===== config.mk =====
export PLATFORM = sky130hd
export DESIGN_NAME = crt_drive_startup
export DESIGN_NICKNAME = d
export VERILOG_FILES = /design/src/rtl/crt_drive_startup.sv
export SDC_FILE = /design/constraint.sdc
export NUM_CORES = 1
export LEC_CHECK = 0
export ABC_AREA = 1
export BUFFER_PORTS_ARGS = -buffer_cell sky130_fd_sc_hd__clkbuf_2
export CAP_MARGIN = 20
export CORE_AREA = 2 2 42 44
export DETAILED_ROUTE_END_ITERATION = 8
export DIE_AREA = 0 0 44 46
export PLACE_DENSITY_LB_ADDON = 0.25
export SLEW_MARGIN = 20
export SYNTH_ARGS = -nofsm -noshare
export SYNTH_HDL_FRONTEND = slang
export SYNTH_SLANG_ARGS = --single-unit

===== constraint.sdc =====
create_clock -name clk -period 1.3 [get_ports clk]
set_input_delay 0.13 -clock clk [delete_from_list [all_inputs] [get_ports clk]]
set_output_delay 0.13 -clock clk [all_outputs]
set_load 0.01 [all_outputs]

===== src/rtl/crt_drive_startup.sv =====
module crt_drive_startup #(
  parameter int unsigned FIELDS = 64
) (
  input  logic clk,
  input  logic rst_n,
  input  logic proc_mode_i,
  input  logic host_hold_i,
  input  logic fixed_dly_i,
  input  logic service_i,
  input  logic blue_bg_en_i,
  input  logic video_present_i,
  input  logic loop_stable_i,
  input  logic field_tick_i,
  output logic rgb_en_o,
  output logic settling_o,
  output logic black_ins_o,
  output logic scan_off_o,
  output logic blue_bg_o
);

  localparam int unsigned CW = $clog2(FIELDS + 1);
  localparam logic [CW-1:0] LAST = CW'(FIELDS - 1);

  typedef enum logic [1:0] {ST_SETTLE, ST_WAIT, ST_DRIVE, ST_SERVICE} state_t;

  state_t state, state_nx;
  logic [CW-1:0] cnt, cnt_nx;
  logic bcf_nx;
  logic counting;

  assign counting = (state == ST_SETTLE) && fixed_dly_i && !service_i;

  always_comb begin
    state_nx = state;
    if (service_i) begin
      state_nx = ST_SERVICE;
    end else begin
      unique case (state)
        ST_SERVICE: state_nx = ST_SETTLE;
        ST_SETTLE: begin
          if (fixed_dly_i) begin
            if (field_tick_i && cnt == LAST) state_nx = ST_DRIVE;
          end else if (loop_stable_i) begin
            state_nx = proc_mode_i ? ST_WAIT : ST_DRIVE;
          end
        end
        ST_WAIT:  if (!host_hold_i || !proc_mode_i) state_nx = ST_DRIVE;
        ST_DRIVE: state_nx = ST_DRIVE;
        default:  state_nx = ST_SETTLE;
      endcase
    end
  end

  always_comb begin
    cnt_nx = '0;
    if (counting) cnt_nx = field_tick_i ? cnt + 1'b1 : cnt;
  end

  always_comb begin
    if (service_i || state == ST_SERVICE) bcf_nx = 1'b1;
    else if (loop_stable_i)               bcf_nx = 1'b0;
    else                                  bcf_nx = settling_o;
  end

  always_ff @(posedge clk or negedge rst_n) begin
    if (!rst_n) begin
      state      <= ST_SETTLE;
      cnt        <= '0;
      settling_o <= 1'b1;
    end else begin
      state      <= state_nx;
      cnt        <= cnt_nx;
      settling_o <= bcf_nx;
    end
  end

  assign rgb_en_o    = (state == ST_DRIVE);
  assign black_ins_o = (state == ST_SERVICE);
  assign scan_off_o  = (state == ST_SERVICE);
  assign blue_bg_o   = blue_bg_en_i && !video_present_i && rgb_en_o;

endmodule


Yosys cells after proc, flatten, opt, wreduce, memory -nomap -nowiden. Index checks and enable logic that the tools add are counted.

$add $sub $neg: 1. Equality and inequality tests: 8. Multiplexer cells: 11. Reductions and logical operators: 14.

Operator list (count): 2-to-1 mux 7 bit (2); 2-to-1 mux 2 bit (6); one-hot mux 2 bit (4 select lines) (1); adder 7 x 1 -> 7 bit, second input constant (1); == test 7 x 6 -> 1 bit, second input constant (1); logical AND 1 bit (5); == test 2 bit, second input constant (2); logical NOT 1 bit (4); inequality test 4 x 3 -> 1 bit, second input constant (1); inequality test 4 bit, second input constant (1); inequality test 3 bit, second input constant (1); AND reduction 3 bit (1); == test 2 x 1 -> 1 bit, second input constant (1); logical NOT 2 bit (1); logical OR 1 bit (2); 2-to-1 mux 1 bit (2); inequality test 2 bit, second input constant (1); nonzero test 2 bit (1).

Flip-flop bits (word level): 10. Input port bits: 10.

Depth between registers and ports, before layout. Gate-level depths: netlist (run 1).

Depth in word-level cells: 6. Mapped depth: 9. Gate-level depth less buffers: 8.

Worst setup path before layout (run 1). OpenSTA, ideal clock, no wires.

Kind: register to register. From: reg state[0]. To: reg state[1]. Setup time: 0.117 ns. Data arrival time: 1.152 ns. Required time: 1.183 ns. Path slack: 0.030 ns. Stages on the path, launching flop included: 10. Clock period less this slack: 1.270 ns. Path through: dfrtp_1 > inv_1 > ha_1 > nand3_2 > inv_2 > buf_6 > nand2_4 > nand3_2 > nand2_1 > nand2_1.

Longest elaborated chain between the ends: 3.

Ends and longest elaborated chain: start, declared (line 26) `state_t state, state_nx;`; start signal, assigned (line 71) `state <= state_nx;`; == test 2 bit (tied with other cells) (line 38) `unique case (state)`; one-hot mux 2 bit (4 select lines) (tied with other cells) (line 38); 2-to-1 mux 2 bit / AND reduction 3 bit (equally long branches).

Parallel ways exist; a longest one is shown, timed or not. A chain may end at the register's enable or synchronous reset.

Worst setup path in the final report (run 1).
From: reg state[0]. To: out blue_bg_o.

Longest elaborated chain between the ends: 2.

Ends and longest elaborated chain: == test 2 bit (line 77) `assign rgb_en_o = (state == ST_DRIVE);`; logical AND 1 bit (line 80) `assign blue_bg_o = blue_bg_en_i && !video_present_i && rgb_en_o;`; end, declared (line 18) `output logic blue_bg_o`.

Every way passes these cells.

==> run summary, run 1 <==
The flow ran to the end, but the final reports show violations. The checks that failed: setup timing. The register bit count reported by yosys is 10, and the first-iteration detailed-routing DRC count is 2. The routed design has 1.27 mm of wire.

The detail route stage leaves a number of antenna-violating nets equal to 0. Count of cells along the worst register-to-register path: 7. The quantity of I/O buffers inserted on ports is 14, and the synthesized cell area is 667 um^2.

The final routed DRC violation total is 0. The starting density of the core is 41.3%, and the data required time of the worst path is 1.17 ns. TritonCTS built the clock tree.

During synthesis, Yosys emitted a total of 0 warnings. Setup repair after global routing could not meet its margin everywhere. In this run the biggest area consumer among cell types represents 33.8% of the synthesized area. The average vias per placed instance is 4.81. The tools report the internal power consumption as 706 uW.

Of the total power, registers draw 33.6%. Global routing finished with a remaining overflow of 0. The die boundary height works out to 46 um. The initial antenna violation count was 0; the post-placement worst setup slack was -0.0585 ns. The count of flip-flops with a built-in enable after synthesis is 0. The most used flip-flop cell after synthesis is sky130_fd_sc_hd__dfrtp_1. Pin placement for this block handled 15 I/O pins. CTS saw 10 sinks. Counting the buffers created by CTS gives 3. Yosys mapped the design onto 20 distinct sky130hd cell types. The count of mapped cells out of synthesis was 88; the final critical path time including I/O delays and setup was 1.33 ns. Entering global routing, the biggest net connects 12 pins. In this run the power spent charging and discharging nets is 371 uW. The share of total power dissipated in the clock network is 26.6%.

For this run, asynchronously set or reset flops after synthesis account for 100%. The peak fanout along the critical path is 2, and the number of max-capacitance violations reported is 0. The tools report the final net count as 126.

After legalization and detailed placement, the total HPWL measured 1.02 mm. The first-pass iteration count of the detailed router was 4. In the final layout, the multi-input gates occupy 374 um^2.

Slack of the worst reg-to-reg path: 0.02 ns. The run gives 1 as the H-tree level count. Of the total power, combinational logic draws 39.8%. Routability-driven placement finished with a final weighted congestion of 0.789. The critical path starts at state[0]$_DFFE_PN0P_.

Based on the critical path, the design can be clocked at up to 755 MHz. The power density over the cells was 1270 nW/um^2; the actual slew at the worst max-slew pin was 0.262 ns. The startpoint kind of the worst setup timing path is a register. For the worst setup path, the data arrival time is 1.20 ns. In the final routed layout, each cell accounts on average for 10.0 um. Peak supply drop: 0.000642 V.

When the netlist entered floorplanning its net count stood at 104. The total routing resource utilization after global routing was 14.5%. The end of the critical path was blue_bg_o. The width of the die was 44 um. After floorplanning, the core was divided into 15 placement rows. The area overhead of the layout relative to synthesis was 27.0%; the worst setup slack after layout was -0.0254 ns. The cell sitting at the root of the clock tree is a sky130_fd_sc_hd__clkbuf_4. Final hold analysis gives a worst-case slack of 0.0257 ns.

In this run the critical register-to-register path is captured at state[0]$_DFFE_PN0P_. Between clock sinks in the finished design, the worst skew comes to 0.00650 ns. After clock tree synthesis, the clock-pin slew on the worst setup and hold paths is 0.07 ns.

Cell type with the highest aggregate area in the netlist: sky130_fd_sc_hd__dfrtp_1. The standby leakage power was 0.000447 uW; the number of global-route vias before repair was 530. The placed cell count came out at 120.

After routing, the total negative slack on setup checks comes to -0.0254 ns. The die covers 2020 um^2. The maximum root-to-sink buffer count was 2. The critical path in this run is classified as reg -> out.

The tools report the kind of end point of the critical path as a primary output. Ranked by total cell area, the synthesized netlist is headed by sky130_fd_sc_hd__dfrtp_1 (34%), sky130_fd_sc_hd__nand2_1 (15%), sky130_fd_sc_hd__ha_1 (11%). The number of fill cells came out at 168. Counting instances in the post-synthesis netlist gives the leading cell types as sky130_fd_sc_hd__nand2_1 (26), sky130_fd_sc_hd__inv_1 (11), sky130_fd_sc_hd__dfrtp_1 (9), sky130_fd_sc_hd__nand3_1 (8), sky130_fd_sc_hd__nor2_1 (8). The number of max-slew violations in the final report was 0; the vias after detailed routing was 606. The post-synthesis sequential area ratio is 37.7%, and the clock latency at the later pin of the worst-skew pair is 0.27 ns. Yosys instantiated no cell more often than sky130_fd_sc_hd__nand2_1. Post-synthesis area per instance: 7.58 um^2.

The switching power share of the total came out at 34.4%. For the setup violation total in the final timing report, the log shows 1. Dividing the final minimum period by the clock period gives 102%.

The logs give 2.06 mm for the first-pass GRT wire length and 126 for the post-layout instance count excluding filler cells. The launch point of the worst reg-to-reg path is state[0]$_DFFE_PN0P_. The floorplan step defined a core boundary enclosing 1610 um^2.

The headroom to the max-slew limit was 82.5%; the total inserted antenna cells was 0. The class of the worst hold path was in -> reg. Sequential cell area: 251 um^2.

The final count of hold timing violations is 0, and the share of cells above drive strength 1 is 32.1%.
==> kinds of logic (layout without fill, tap and decap cells) <==
family                     count (synthesis)  after routing  synth area share, %
buffers and inverters                     14             35                 9.57
DFF                                       10             10                 37.7
and+or+nand+nor                           49             49                 34.3
AOI/OAI and AO/OA                          9              9                 7.13
adders and majority gates                  6              6                 11.3
==> repair_timing <==
item,CTS,global route
pin swaps,3,1
setup endpoints to repair,4,9
buffers inserted,0,1
gates resized for setup,6,5
hold endpoints to repair,10,0
hold buffers,1,0
==> metrics by stage <==
stage / total power, uW / instance area [um^2] / utilization, %
2_1_floorplan: 614 / 667 / -
3_5_place_dp: 749 / 762 / 47.2
4_1_cts: 1080 / 830 / 51.4
3_3_place_gp: 737 / 762 / 47.2
6_report: 1080 / 847 / 52.5
5_1_grt: 1160 / 847 / 52.5
==> placed cells by master, fill, tap and decap left out <==
cell type                       Yosys  layout
sky130_fd_sc_hd__nand2_1           26      24
sky130_fd_sc_hd__clkbuf_2           0      13
sky130_fd_sc_hd__inv_1             11      10
sky130_fd_sc_hd__dfrtp_1            9       9
sky130_fd_sc_hd__nor2_1             8       8
sky130_fd_sc_hd__nand3_1            8       8
sky130_fd_sc_hd__a21oi_1            4       4
sky130_fd_sc_hd__o21ai_0            3       3
sky130_fd_sc_hd__ha_1               6       3
sky130_fd_sc_hd__clkbuf_4           0       3
sky130_fd_sc_hd__buf_4              1       3
sky130_fd_sc_hd__nand2_2            0       2
sky130_fd_sc_hd__nand3_2            2       2
sky130_fd_sc_hd__ha_2               0       2
sky130_fd_sc_hd__inv_2              1       1
sky130_fd_sc_hd__nor2_2             1       1
sky130_fd_sc_hd__clkinv_4           0       1
sky130_fd_sc_hd__o21ai_1            1       1
sky130_fd_sc_hd__nand3b_1           1       1
sky130_fd_sc_hd__nand2_4            1       1
sky130_fd_sc_hd__nand4_1            1       1
sky130_fd_sc_hd__nor3_2             1       1
sky130_fd_sc_hd__o21bai_1           1       1
sky130_fd_sc_hd__ha_4               0       1
sky130_fd_sc_hd__clkbuf_8           0       1
sky130_fd_sc_hd__dlygate4sd3_1      0       1
sky130_fd_sc_hd__buf_2              0       1
sky130_fd_sc_hd__buf_6              1       1
sky130_fd_sc_hd__dfstp_2            1       1
==> worst max-delay path, stage by stage (launching register included) <==
cell and delay [ns]:
sky130_fd_sc_hd__dfrtp_1 0.40, sky130_fd_sc_hd__inv_2 0.08, sky130_fd_sc_hd__buf_6 0.09, sky130_fd_sc_hd__ha_4 0.12, sky130_fd_sc_hd__nand2_2 0.04, sky130_fd_sc_hd__nor2_1 0.07, sky130_fd_sc_hd__buf_2 0.13
==> layout make-up <==
| cell class | instances | share of cell area [%] |
|---|---|---|
| flip-flops and latches | 10 | 29.7 |
| clock buffers | 4 | 4.28 |
| multi-input cells | 64 | 44.2 |
| inverters | 12 | 5.91 |
| repair buffers | 19 | 13.4 |
| well taps | 17 | 2.51 |
==> flip-flops by register name (all words and copies together), names as in the netlist <==
| register | cells |
|---|---|
| cnt | 7 |
| state | 2 |
| settling_o | 1 |
==> worst min-delay path by stage <==
stage | from | end | slack (ns) | cells after the start
after global routing | loop_stable_i | settling_o$_DFFE_PN1P_ | 0.04 | 2
after floorplan | rst_n | cnt[0]$_DFFE_PN0P_ | -0.17 | 0
after global placement | rst_n | cnt[0]$_DFFE_PN0P_ | 0.01 | 1
after CTS | loop_stable_i | settling_o$_DFFE_PN1P_ | 0.03 | 2
after detailed placement | rst_n | cnt[0]$_DFFE_PN0P_ | 0.01 | 1
final | loop_stable_i | settling_o$_DFFE_PN1P_ | 0.03 | 2
==> power by group through the flow <==
stage / combinational, uW / sequential, uW / clock (uW)
after floorplan: 232 / 382 / 0
after global placement: 372 / 365 / 0
after detailed placement: 383 / 367 / 0
after CTS: 420 / 362 / 294
after global routing: 487 / 366 / 312
final: 429 / 362 / 287
==> metal layers <==
metal	vias to the layer above	share of wire (%)	wire length (um)	track usage, %
met5	-	0	0	0
met4	0	1.9	24	7.27
met3	5	3.2	41	3.57
met2	7	51	644	25.6
met1	274	44	555	16.2
li1	320	-	-	-
Power figures use the tool's default switching activity.
==> run 2, diff against run 1 <==
--- a/config.mk
+++ b/config.mk
@@ -6,11 +6,14 @@
 export NUM_CORES = 1
 export LEC_CHECK = 0
 export ABC_AREA = 1
-export BUFFER_PORTS_ARGS = -buffer_cell sky130_fd_sc_hd__clkbuf_2
+export BUFFER_PORTS_ARGS = -buffer_cell sky130_fd_sc_hd__buf_2
 export CAP_MARGIN = 20
-export CORE_AREA = 2 2 42 44
+export CELL_PAD_IN_SITES_DETAIL_PLACEMENT = 1
+export CELL_PAD_IN_SITES_GLOBAL_PLACEMENT = 1
+export CORE_AREA = 2 2 48 50
 export DETAILED_ROUTE_END_ITERATION = 8
-export DIE_AREA = 0 0 44 46
+export DIE_AREA = 0 0 50 52
+export MAX_ROUTING_LAYER = met4
 export PLACE_DENSITY_LB_ADDON = 0.25
 export SLEW_MARGIN = 20
 export SYNTH_ARGS = -nofsm -noshare
==> run summary, run 2 (synthesis results as in run 1) <==
Starting density of the core: 31.7% (was 41.3%). The headroom to the max-slew limit is 83.7% (was 82.5%). The peak supply drop is 0.000660 V (was 0.000642 V). Setup repair after global routing could not meet its margin everywhere.

The initial antenna violation count came out at 0 (unchanged). The die boundary height was 52 um (was 46 um). The most flop-heavy register is cnt (unchanged). The data arrival at the endpoint of the critical path was 1.19 ns (was 1.20 ns); the power density over the cells was 1180 nW/um^2 (was 1270 nW/um^2). The placed cell area came out at 791 um^2 (was 762 um^2).

The worst stage delay on the critical path works out to 0.40 ns (about the same). The flip-flop count of the largest register, all copies and words added was 7 (unchanged); the final routed DRC violation total was 0 (unchanged). The number of max-capacitance violations reported is 0 (unchanged), and the number of max-slew violations in the final report is 0 (unchanged). The tools report the number of cell rows as 17 (was 15). The tools report the TritonCTS buffer count as 3 (unchanged).

For the total routing resource utilization after global routing, the log shows 13.9% (was 14.5%). The total inserted antenna cells is 0 (unchanged). TritonCTS built the clock tree. The logs give 1.25 mm (was 1.02 mm) for the detailed placement HPWL and 2110 um^2 (was 1610 um^2) for the placeable core region. The clock latency at the later pin of the worst-skew pair is 0.26 ns (was 0.27 ns). The quantity of I/O buffers inserted on ports was 14 (unchanged); the maximum root-to-sink buffer count was 2 (unchanged).

Final net count: 130 (was 126). The run gives 1.17 ns (about the same) as the data required time of the worst path. The share of the cycle needed by the critical path after routing works out to 101% (was 102%).

The H-tree level count was 1 (unchanged). The highest attainable clock frequency is 760 MHz (was 755 MHz). The logs give 4 (unchanged) for the first-pass iteration count of the detailed router and 640 (was 606) for the vias after detailed routing. Class of the worst hold path: in -> reg (unchanged). The startpoint kind of the worst setup timing path was a register (unchanged). Final critical path time including I/O delays and setup: 1.32 ns (was 1.33 ns).

The aggregate global routing overflow was 0 (unchanged); the number of fill cells was 270 (was 168). The tools report the kind of end point of the critical path as a primary output (unchanged). The final count of hold timing violations is 0 (unchanged). Chain of cells forming the critical path: inv_2 -> buf_6 -> ha_4 -> nand2_2 -> nor2_1 -> buf_2 (unchanged). The width of the die works out to 50 um (was 44 um). Final weighted congestion in routability-driven placement: 0.775 (was 0.789). The CTS clock-pin slew for the worst setup and hold paths works out to 0.08 ns (was 0.07 ns). The first-iteration detailed-routing DRC count is 9 (was 2), and the peak fanout along the critical path is 2 (unchanged).

The flow ran to the end, but the final reports show violations. The tools report the area of the die as 2600 um^2 (was 2020 um^2). The share of cells above drive strength 1 was 34.5% (was 32.1%). The sum of internal, switching and leakage power was 1040 uW (was 1080 uW); the number of sinks on the clock net was 10 (unchanged). Number of global-route vias before repair: 621 (was 530). The most frequent standard cell in the layout excluding fill and tap cells was sky130_fd_sc_hd__nand2_1 (unchanged). The worst setup path category was reg -> out (unchanged).

Number of primary I/O pins: 15 (unchanged). The finished layout cell area came out at 888 um^2 (was 847 um^2). Critical-path cell with the highest stage delay: sky130_fd_sc_hd__dfrtp_1 (unchanged).

Root buffer cell: sky130_fd_sc_hd__clkbuf_4 (unchanged). The setup violation total in the final timing report came out at 1 (unchanged). The actual slew at the worst max-slew pin was 0.245 ns (was 0.262 ns); the largest clock skew in the final design was 0.00401 ns (was 0.00650 ns). The worst setup slack after layout is -0.0152 ns (was -0.0254 ns), and the average vias per placed instance is 4.54 (was 4.81).

The final routed wire length divided by cell count came out at 11.1 um (was 10.0 um). Area overhead of the layout relative to synthesis: 33.2% (was 27.0%). The standby leakage power is 0.000461 uW (was 0.000447 uW), and the final antenna-violating net count is 0 (unchanged). Highest-count cells in the layout ignoring fill and taps: sky130_fd_sc_hd__nand2_1 (23), sky130_fd_sc_hd__buf_2 (14), sky130_fd_sc_hd__inv_1 (10), sky130_fd_sc_hd__dfrtp_1 (9) (was sky130_fd_sc_hd__nand2_1 (24), sky130_fd_sc_hd__clkbuf_2 (13), sky130_fd_sc_hd__inv_1 (10), sky130_fd_sc_hd__dfrtp_1 (9)). Violations in the final reports: setup timing (unchanged). Largest regs: cnt: 7 flops, state: 2 flops, settling_o: 1 flops (unchanged). Routed wire length: 1.56 mm (was 1.27 mm). The maximum number of pins on one net before global-route repair is 12 (unchanged). The first-pass GRT wire length is 2.64 mm (was 2.06 mm).
-- run 2: cell count changes in the layout (fill, tap and decap cells not counted), sizes merged --
cell	delta
buf	+16
clkbuf	-13
clkinv	+1
-- run 2: final timing paths --
check | from | endpoint | slack, ns | cells past startpoint
min in group asynchronous | rst_n | state[0]$_DFFE_PN0P_ | 0.26 | 2
hold reg to reg | settling_o$_DFFE_PN1P_ | settling_o$_DFFE_PN1P_ | 0.48 | 2
setup / recovery | state[0]$_DFFE_PN0P_ | blue_bg_o | -0.02 | 6
max in group asynchronous | rst_n | settling_o$_DFFE_PN1P_ | 0.78 | 2
setup reg to reg | state[0]$_DFFE_PN0P_ | state[1]$_DFFE_PN0P_ | 0.03 | 9
hold / removal | loop_stable_i | settling_o$_DFFE_PN1P_ | 0.05 | 2
-- run 2: area by class of cell --
type                    count  area, um^2  share of cell area, %
flip-flops and latches     10         251                   28.3
clock buffers               4        26.3                   2.96
well taps                  28        35.0                   3.94
repair buffers             22         136                   15.4
inverters                  12        50.0                   5.63
repair inverters            1        5.00                  0.563
multi-input cells          64         384                   43.2
-- run 2: worst max-delay path: cells and delay by family (launching register included) --
| kind | cells | cell delay (ns) |
|---|---|---|
| flops | 1 | 0.40 |
| buf+inv | 3 | 0.30 |
| simple gates | 2 | 0.11 |
| fa+ha+maj | 1 | 0.11 |
-- run 2: metrics by stage --
step / TNS (ns) / hold slack [ns] / instances / util (%) / worst slack (ns)
after floorplan: 0 / -0.166 / 88 / - / 0.0304
after global placement: 0 / 0.00931 / 133 / 37.6 / 0.00562
after detailed placement: -0.0172 / 0.0171 / 133 / 37.6 / -0.0172
after CTS: -0.157 / 0.0428 / 138 / 40.4 / -0.0532
after global routing: -0.326 / 0.0573 / 141 / 42.2 / -0.0796
final: -0.0152 / 0.0492 / 141 / 42.2 / -0.0152
-- run 2: power by group --
part	internal (uW)	total [uW]	switching [uW]
clock	118	236	117
combinational	203	446	243
sequential	345	362	17.7
total	666	1040	378
-- run 2: layer usage --
metal | wire, um | track usage [%]
met1 | 711 | 16.2
met2 | 780 | 23.5
met3 | 46 | 2.87
met4 | 23 | 5.56
met5 | 0 | -
-- run 2: what timing repair did --
| action | CTS | global route |
|---|---|---|
| gates resized for setup | 7 | 5 |
| hold buffers | 1 | 0 |
| pin swaps | 3 | 1 |
| buffers inserted | 0 | 2 |
| cloned | 0 | 1 |
| hold endpoints to repair | 10 | 0 |
| setup endpoints to repair | 6 | 8 |
==> run 3, diff against run 2 <==
--- a/config.mk
+++ b/config.mk
@@ -14,7 +14,7 @@
 export DETAILED_ROUTE_END_ITERATION = 8
 export DIE_AREA = 0 0 50 52
 export MAX_ROUTING_LAYER = met4
-export PLACE_DENSITY_LB_ADDON = 0.25
+export PLACE_DENSITY = 0.76
 export SLEW_MARGIN = 20
 export SYNTH_ARGS = -nofsm -noshare
 export SYNTH_HDL_FRONTEND = slang
==> run summary, run 3 (synthesis results as in run 1) <==
The die boundary height came out at 52 um (unchanged). The post-route setup TNS was -0.0560 ns (was -0.0152 ns). The class of the worst hold path was in -> reg (unchanged).

Largest regs: cnt: 7 flops, state: 2 flops, settling_o: 1 flops (unchanged). The flow ran to the end, but the final reports show violations. The routed wire length is 1.66 mm (was 1.56 mm). The peak fanout along the critical path was 2 (unchanged). The initial antenna violation count was 0 (unchanged); the aggregate global routing overflow was 0 (unchanged). Share of cells above drive strength 1: 33.3% (was 34.5%). Detailed placement HPWL: 1.26 mm (was 1.25 mm).

The run gives 4 (unchanged) as the first-pass iteration count of the detailed router. Critical-path cell with the highest stage delay: sky130_fd_sc_hd__dfrtp_1 (unchanged). The placeable core region was 2110 um^2 (unchanged); the standby leakage power was 0.000458 uW (was 0.000461 uW). The highest attainable clock frequency is 739 MHz (was 760 MHz). The width of the die was 50 um (unchanged).

The worst setup slack after layout was -0.0525 ns (was -0.0152 ns). Chain of cells forming the critical path: inv_2 -> buf_6 -> ha_4 -> nand2_2 -> nor2_1 -> buf_2 (unchanged). The vias after detailed routing is 645 (was 640), and the quantity of I/O buffers inserted on ports is 14 (unchanged).

The logs give 0.000570 V (was 0.000660 V) for the peak supply drop and 0.27 ns (was 0.26 ns) for the clock latency at the later pin of the worst-skew pair. The most flop-heavy register was cnt (unchanged). Final antenna-violating net count: 0 (unchanged). The data arrival at the endpoint of the critical path is 1.22 ns (was 1.19 ns). The final net count is 128 (was 130). Setup repair after global routing could not meet its margin everywhere.

The data required time of the worst path was 1.17 ns (about the same). TritonCTS built the clock tree. The tools report the post-CTS setup repair buffer count as 0 (unchanged). The kind of cell adding the most delay to the critical path was flip-flops (unchanged). The average vias per placed instance was 4.64 (was 4.54).

Number of global-route vias before repair: 646 (was 621). The worst setup path category is reg -> out (unchanged). The tools report the number of primary I/O pins as 15 (unchanged). H-tree level count: 1 (unchanged).

The power density over the cells is 1250 nW/um^2 (was 1180 nW/um^2). The most frequent standard cell in the layout excluding fill and tap cells was sky130_fd_sc_hd__nand2_1 (unchanged). The tools report the final weighted congestion in routability-driven placement as 0.823 (was 0.775).

TritonCTS buffer count: 3 (unchanged). The CTS clock-pin slew for the worst setup and hold paths was 0.07 ns (was 0.08 ns). The total routing resource utilization after global routing was 15.1% (was 13.9%). For the number of max-capacitance violations reported, the log shows 0 (unchanged). The tools report the root buffer cell as sky130_fd_sc_hd__clkbuf_4 (unchanged). Number of cell rows: 17 (unchanged).

The tools report the final routed DRC violation total as 0 (unchanged). The run gives 2.88 mm (was 2.64 mm) as the first-pass GRT wire length. The first-iteration detailed-routing DRC count was 8 (was 9). The run gives 31.7% (unchanged) as the starting density of the core. The logs give 10 (unchanged) for the number of sinks on the clock net and 0 (unchanged) for the final count of hold timing violations.

The actual slew at the worst max-slew pin works out to 0.251 ns (was 0.245 ns). The finished layout cell area is 881 um^2 (was 888 um^2). The placed cell area was 798 um^2 (was 791 um^2); the flip-flop count of the largest register, all copies and words added was 7 (unchanged). For the number of max-slew violations in the final report, the log shows 0 (unchanged). Largest clock skew in the final design: 0.00140 ns (was 0.00401 ns).

The tools report the kind of end point of the critical path as a primary output (unchanged). The final critical path time including I/O delays and setup came out at 1.35 ns (was 1.32 ns). The final routed wire length divided by cell count was 11.9 um (was 11.1 um). The share of the cycle needed by the critical path after routing works out to 104% (was 101%). The area of the die is 2600 um^2 (unchanged).

The area overhead of the layout relative to synthesis is 32.1% (was 33.2%). The tools report the setup violation total in the final timing report as 2 (was 1). Maximum number of pins on one net before global-route repair: 11 (was 12). Violations in the final reports: setup timing (unchanged). The worst stage delay on the critical path came out at 0.41 ns (was 0.40 ns). The tools report the total inserted antenna cells as 0 (unchanged). The startpoint kind of the worst setup timing path is a register (unchanged). Highest-count cells in the layout ignoring fill and taps: sky130_fd_sc_hd__nand2_1 (24), sky130_fd_sc_hd__buf_2 (14), sky130_fd_sc_hd__inv_1 (10), sky130_fd_sc_hd__dfrtp_1 (9), sky130_fd_sc_hd__nor2_1 (8) (was sky130_fd_sc_hd__nand2_1 (23), sky130_fd_sc_hd__buf_2 (14), sky130_fd_sc_hd__inv_1 (10), sky130_fd_sc_hd__dfrtp_1 (9)). The sum of buffers and inverters on the critical path came out at 3 (unchanged). The slack of the worst reg-to-reg path was 0 ns (was 0.03 ns); the headroom to the max-slew limit was 83.3% (was 83.7%). For the maximum root-to-sink buffer count, the log shows 2 (unchanged).
## run 3: cell type report
cell class,instances,area [um^2]
Inverter,12,47.5
Tap cell,28,35.0
Sequential cell,10,251
Timing Repair Buffer,21,129
Fill cell,265,1220
Clock buffer,4,36.3
Multi-Input combinational cell,64,382
## run 3: final timing paths
| check | from | depth (start not counted) | end |
|---|---|---|---|
| worst max register to register | state[0]$_DFFE_PN0P_ | 7 | cnt[2]$_DFFE_PN0P_ |
| worst max-delay path | state[0]$_DFFE_PN0P_ | 6 | blue_bg_o |
| worst min-delay path | loop_stable_i | 2 | settling_o$_DFFE_PN1P_ |
| worst min register to register | settling_o$_DFFE_PN1P_ | 2 | settling_o$_DFFE_PN1P_ |
| max in group asynchronous | rst_n | 2 | settling_o$_DFFE_PN1P_ |
| min in group asynchronous | rst_n | 2 | state[1]$_DFFE_PN0P_ |
## run 3: layer usage
metal / track usage, % / vias up / part of all wire [%]
li1: - / 321 / -
met1: 17.7 / 306 / 44
met2: 25.2 / 16 / 51
met3: 4.31 / 2 / 4.8
met4: 4.17 / 0 / 0.78
met5: - / - / 0
## run 3: report_power, final
part	switching, uW	internal [uW]
registers	19.8	345
logic	245	201
clock network	122	170
## run 3: per-stage QoR
stage	std cells	setup slack (ns)	power [uW]	hold slack (ns)	util, %
finish	139	-0.0525	1100	0.0235	41.8
global route	139	-0.140	1200	0.0191	41.8
CTS	139	-0.0444	1110	0.0117	41.2
detailed placement	134	-0.0154	773	0.0132	37.9
global placement	134	0.0380	763	0.00387	37.9
floorplan	88	0.0304	614	-0.166	-
## run 3: timing repair
| item | CTS | global route |
|---|---|---|
| hold buffers | 1 | 0 |
| hold endpoints to repair | 10 | 0 |
| pin swaps | 0 | 3 |
| setup endpoints to repair | 8 | 11 |
| gates resized for setup | 7 | 3 |
